## config.mk

```make
export PLATFORM = sky130hd
export DESIGN_NAME = dbg_serial_port
export DESIGN_NICKNAME = d
export VERILOG_FILES = /design/src/rtl/dbg_serial_port.sv
export SDC_FILE = /design/constraint.sdc
export NUM_CORES = 1
export LEC_CHECK = 0
export BUFFER_PORTS_ARGS = -buffer_cell sky130_fd_sc_hd__buf_4
export CAP_MARGIN = 5
export CORE_MARGIN = 4
export CORE_UTILIZATION = 40
export DETAILED_ROUTE_END_ITERATION = 16
export PLACE_DENSITY_LB_ADDON = 0.25
export SYNTH_ARGS = -nofsm -noshare
export SYNTH_HDL_FRONTEND = slang
export SYNTH_SLANG_ARGS = --single-unit
```

## constraint.sdc

```tcl
create_clock -name clk -period 4.2 [get_ports clk]
set_input_delay 0.84 -clock clk [delete_from_list [all_inputs] [get_ports clk]]
set_output_delay 0.84 -clock clk [all_outputs]
set_load 0.02 [all_outputs]
```

## src/rtl/dbg_serial_port.sv

```systemverilog
module dbg_serial_port #(
  parameter int WORD_W = 16,
  parameter int GUARD  = 32
) (
  input  logic              clk,
  input  logic              rst,
  input  logic              sclk_in,
  input  logic              sdi_in,
  input  logic              tx_ready,
  input  logic [WORD_W-1:0] tx_word,
  output logic              sdo_out,
  output logic              rx_valid,
  output logic              rx_ctl,
  output logic [WORD_W-1:0] rx_word
);
  localparam int PKT_W = WORD_W + 1;
  localparam int CNT_W = $clog2(PKT_W);
  localparam int GRD_W = $clog2(GUARD + 1);

  logic [2:0]        sclk_q;
  logic [1:0]        sdi_q;
  logic [CNT_W-1:0]  cnt;
  logic [GRD_W-1:0]  guard;
  logic [WORD_W-1:0] rx_sr;
  logic [WORD_W-1:0] tx_sr;
  logic              out_bit;

  wire rise = sclk_q[1] & ~sclk_q[2];
  wire take = rise && (guard == '0);
  wire last = (cnt == CNT_W'(PKT_W - 1));

  always_ff @(posedge clk) begin
    if (rst) begin
      sclk_q   <= '0;
      sdi_q    <= '0;
      cnt      <= '0;
      guard    <= '0;
      rx_sr    <= '0;
      tx_sr    <= '0;
      out_bit  <= 1'b0;
      sdo_out  <= 1'b0;
      rx_valid <= 1'b0;
      rx_ctl   <= 1'b0;
      rx_word  <= '0;
    end else begin
      sclk_q   <= {sclk_q[1:0], sclk_in};
      sdi_q    <= {sdi_q[0], sdi_in};
      sdo_out  <= out_bit;
      rx_valid <= 1'b0;
      if (guard != '0) guard <= guard - 1'b1;
      if (take) begin
        rx_sr <= {rx_sr[WORD_W-2:0], sdi_q[1]};
        if (cnt == '0) begin
          out_bit <= ~tx_ready;
          tx_sr   <= tx_ready ? tx_word : '1;
        end else begin
          out_bit <= tx_sr[WORD_W-1];
          tx_sr   <= {tx_sr[WORD_W-2:0], 1'b0};
        end
        if (last) begin
          cnt               <= '0;
          guard             <= GRD_W'(GUARD);
          rx_valid          <= 1'b1;
          {rx_ctl, rx_word} <= {rx_sr, sdi_q[1]};
        end else begin
          cnt <= cnt + 1'b1;
        end
      end
    end
  end
endmodule

```

## Word-level counts from Yosys, hierarchy flattened

Index checks and enable logic that the tools add are counted.

- Input bits: 21
- Output and inout bits: 19
- Flip-flop bits (word level): 68

- Add/sub/neg operators: 2
- Eq/ne operators: 1
- Reduce and logical (&&, ||, !) cells: 6
- Bitwise gates (word level): 4
- Mux-type cells: 8

Operators by type and width:

| kind | number |
|---|---|
| 16-bit 2-to-1 mux | 2 |
| 6-bit 2-to-1 mux | 3 |
| 6-bit logical NOT | 1 |
| 6-bit nonzero test | 1 |
| 6-bit by 1-bit subtractor with 6-bit output, second input constant | 1 |
| 5-bit by 1-bit adder with 5-bit output, second input constant | 1 |
| 5-bit equality test, second input constant | 1 |
| 5-bit logical NOT | 1 |
| 5-bit 2-to-1 mux | 1 |
| 1-bit NOT | 3 |
| 1-bit 2-to-1 mux | 2 |
| 2-bit AND reduction | 1 |
| 2-bit OR reduction | 1 |
| 1-bit AND | 1 |
| 1-bit logical AND | 1 |

## Longest topological paths before layout

- Word-level depth: 5
- Mapped depth: 8
- Depth with buffers taken out: 5

## Worst setup path after synthesis

Ideal clock, no wire load.

- Kind: register to register
- Start: register guard[0]
- End: register tx_sr[10]
- Period minus slack after synthesis: 2.106 ns
- Stages on the path, launching flop included: 9
- Setup time: 0.088 ns
- Data arrival time: 2.018 ns
- Data required time: 4.112 ns
- Path slack: 2.094 ns
- Cell sequence: dfxtp_1 -> inv_1 -> ha_1 -> or4b_4 -> buf_6 -> or3_1 -> buf_6 -> buf_12 -> o32ai_2

- Longest elaborated chain between the ends: 2

Ends and longest elaborated chain:

| element | RTL line | RTL |
|---|---|---|
| from (decl) | 23 | `logic [GRD_W-1:0] guard;` |
| from (signal assigned) | 50 | `if (guard != '0) guard <= guard - 1'b1;` |
| from (signal assigned) | 62 | `guard <= GRD_W'(GUARD);` |
| 6-bit logical NOT | 29 | `wire take = rise && (guard == '0);` |
| 1-bit logical AND | 29 |  |
| to (signal assigned) | 55 | `tx_sr <= tx_ready ? tx_word : '1;` |
| to (signal assigned) | 58 | `tx_sr <= {tx_sr[WORD_W-2:0], 1'b0};` |
| to (decl) | 25 | `logic [WORD_W-1:0] tx_sr;` |

No other way between the ends.
A chain may end at the register's enable or synchronous reset.

## Final worst setup path

- Start: register guard[0]
- End: register rx_word[13]

- Longest elaborated chain between the ends: 3

Ends and longest elaborated chain:

| element | RTL line | RTL |
|---|---|---|
| 6-bit logical NOT | 29 |  |
| 1-bit logical AND | 29 |  |
| 2-bit AND reduction (no source line) | -- |  |
| to (signal assigned) | 64 | `{rx_ctl, rx_word} <= {rx_sr, sdi_q[1]};` |
| to (decl) | 14 | `output logic [WORD_W-1:0] rx_word` |

No other way between the ends.

==> results.md <==
- Status: complete, no violations
- FF+latch count, synth: between 60 and 70
- GP Congestion: 0.750
- Crit path time final: 2510 ps
- Max Freq: between 0.3 and 0.4 GHz
- Post-cts hold buffer count: 0
- Final slew viol count: 0
- I/O pins: 40
- Syn_area_per_cell: slightly below 10 um2
- Reg-to-Reg Start: guard[0]
- Multi-input gate area: around 0.0013 mm2
- Setup bufs post-CTS: 0
- Synth warnings: 0
- Sequential share of the synthesized area: 0.482
- Wire per inst: 14.1 um
- Total grt overflow: 0
- DP Worst Slack: 1650 ps
- Post-route worst setup slack: 1690 ps
- Hold_sp: sclk_q[0]
- Leak: about 1.3 nW
- Layout area overhead: 18.6%
- WS Path Type: reg2reg
- Layout cells sized above 1: 0.231
- Initial antenna violation count: 0
- Max H-tree Level: 3
- Power density cells: 486 mW/mm2
- Final setup vio count: 0
- CTS Buffer Depth: 2
- RSZ-0062 raised after global routing: no
- Root Buffer: clkbuf_8
- 1st-pass router iterations: 4
- Clock Sinks: 68
- Post-DP HPWL: 3.61 mm
- R2R Path End: rx_word[13]
- First-pass GRT wire length: between 9 and 10 mm
- DR iter-0 viols: around 220
- Final WL: 5.93 mm
- Cells on worst reg2reg path: 5
- Worst hold stages: 1
- Number of global-route vias before repair: 2077
- Drt drc: 0
- Synthesized area: 0.00282 mm2
- CP Launch Type: register
- Initial core utilization: 0.413
- IR drop worst, VDD: roughly 0.28 mV
- Die area: between 0.008 and 0.009 mm2
- GRT Resource Usage Total: 0.143
- Via density per instance: 5.45
- Crit path max fanout: 34
- Setup TNS: 0 ps
- Post-synthesis cell count: slightly below 300
- TritonCTS clock tree: yes
- FF+latch area: about 0.0014 mm2
- Setup crit end kind: register
- Worst Path Required: between 4000 and 5000 ps
- WP data arrival: around 2800 ps
- Hold WS: 439 ps
- Post-CTS resize count: 0
- Chip height: 92.0 um
- Routed vias: roughly 2300
- Net count, final: around 340
- DRT antenna net count: 0
- CTS buffer count: 9
- Std cell rows: 30
- Clock latency on the worst-skew pair: ~350 ps
- Total core area: a little under 0.007 mm2
- Fin Clk Skew: approximately 12 ps
- Ant. Diodes: 0
- Largest net degree at the start of global routing: a little under 50
- Max-slew headroom: 0.340
- Syn nets: 317
- Hold WC Path Type: reg2reg
- Total of max-cap violations: 0
- Die width: about 92 um
- Yosys cell types: 42
- PortBufs: 39
- Flop2flop setup slack: roughly 1700 ps
- Hold path endpoint: sclk_q[1]
- Crit share post-route: 0.598
- Slew @ Worst Pin: roughly 980 ps
- Final Hold Vio Count: 0
- Pwr Total: roughly 1.6 mW
- Clock transition at path regs: approximately 80 ps
- Fill cells: 681
-- worst max-delay path by stage --
stage          cells after the start           to  startpoint
2_1_floorplan                      8    tx_sr[10]    guard[0]
3_3_place_gp                       5  rx_word[14]    guard[0]
3_5_place_dp                       5  rx_word[13]    guard[0]
4_1_cts                            5  rx_word[13]    guard[0]
5_1_grt                            5   rx_word[1]    guard[0]
6_report                           5  rx_word[13]    guard[0]
-- layer usage --
layer,vias to the layer above,part of all wire,track usage
met5,-,0,0
met4,0,0.015,0.0594
met3,10,0.049,0.0418
met2,57,0.45,0.209
met1,1084,0.49,0.197
li1,1140,-,-
-- critical path, cell delays in order, from the launching register on --
cell and delay, ps:
dfxtp_1 330, inv_1 60, ha_1 220, or4b_4 670
nor4_4 930, a22o_1 250
-- cells by family (layout without fill, tap and decap cells) --
logic type | count (synthesis) | in the layout | synth area share
AO/OA/AOI/OAI | 87 | 87 | 0.229
XOR/XNOR | 2 | 2 | 0.00620
adder cells (fa/ha/maj) | 3 | 3 | 0.0133
buffers and inverters | 34 | 65 | 0.0598
flip-flops | 68 | 68 | 0.482
multiplexers | 1 | 1 | 0.00354
AND/OR/NAND/NOR | 98 | 98 | 0.206
-- area by class of cell --
class                           instances  area share
Multi-Input combinational cell        191       0.392
Sequential cell                        68       0.406
Timing Repair Buffer                   43      0.0964
Inverter                                6     0.00672
Clock inverter                          7      0.0254
Tap cell                               96      0.0359
Clock buffer                            9      0.0370
-- layout by cell type (no fill, tap or decap), types with 9 or more instances in the layout --
master,netlist,layout
a22o_1,17,17
o32ai_2,9,9
nor2_1,18,18
clkbuf_8,0,9
nand3_1,20,20
buf_4,2,43
a21oi_1,24,24
nand2b_1,17,17
dfxtp_1,68,68
nor4_1,15,15
o21ai_0,23,23
-- flip-flops by register name, indices dropped and copies added, names as in the netlist, 2 cells and up --
register,flops
rx_sr,16
rx_word,16
tx_sr,16
guard,6
cnt,5
sclk_q,3
sdi_q,2
-- cell usage after synthesis, drive strengths merged --
cell type	count	share of area
o31ai	3	0.0080
or4b	1	0.0049
nor4	16	0.041
nor2	18	0.024
clkbuf	20	0.027
or2b	1	0.0027
mux2i	1	0.0035
nor4bb	1	0.0035
clkinv	1	0.0013
nor2b	6	0.013
inv	5	0.0066
or3	2	0.0044
nor3	6	0.011
or3b	2	0.0062
nand2	1	0.0013
xnor2	2	0.0062
and3	1	0.0022
or4	3	0.0080
nand3	20	0.035
dfxtp	68	0.48
o21ai	23	0.041
o2111ai	1	0.0031
o311a	1	0.0035
ha	3	0.013
buf	8	0.025
a22o	17	0.053
nand2b	17	0.038
o32ai	15	0.070
a31o	1	0.0031
nor4b	2	0.0084
nor3b	1	0.0027
a31oi	1	0.0022
a21oi	24	0.043
o21a	1	0.0027
-- stage by stage --
stage          instances  utilization  instance area (um2)
2_1_floorplan        293            -                 2820
3_3_place_gp         404        0.460                 3140
3_5_place_dp         404        0.460                 3140
4_1_cts              420        0.490                 3350
5_1_grt              420        0.490                 3350
6_report             420        0.490                 3350
-- where the power goes --
part	internal, mW	switching [mW]	total (mW)
clock	0.284	0.272	0.556
sequential	0.685	0.0400	0.725
combinational	0.125	0.220	0.345
total	1.09	0.532	1.63
No activity file was read; power rests on OpenSTA's default activity.
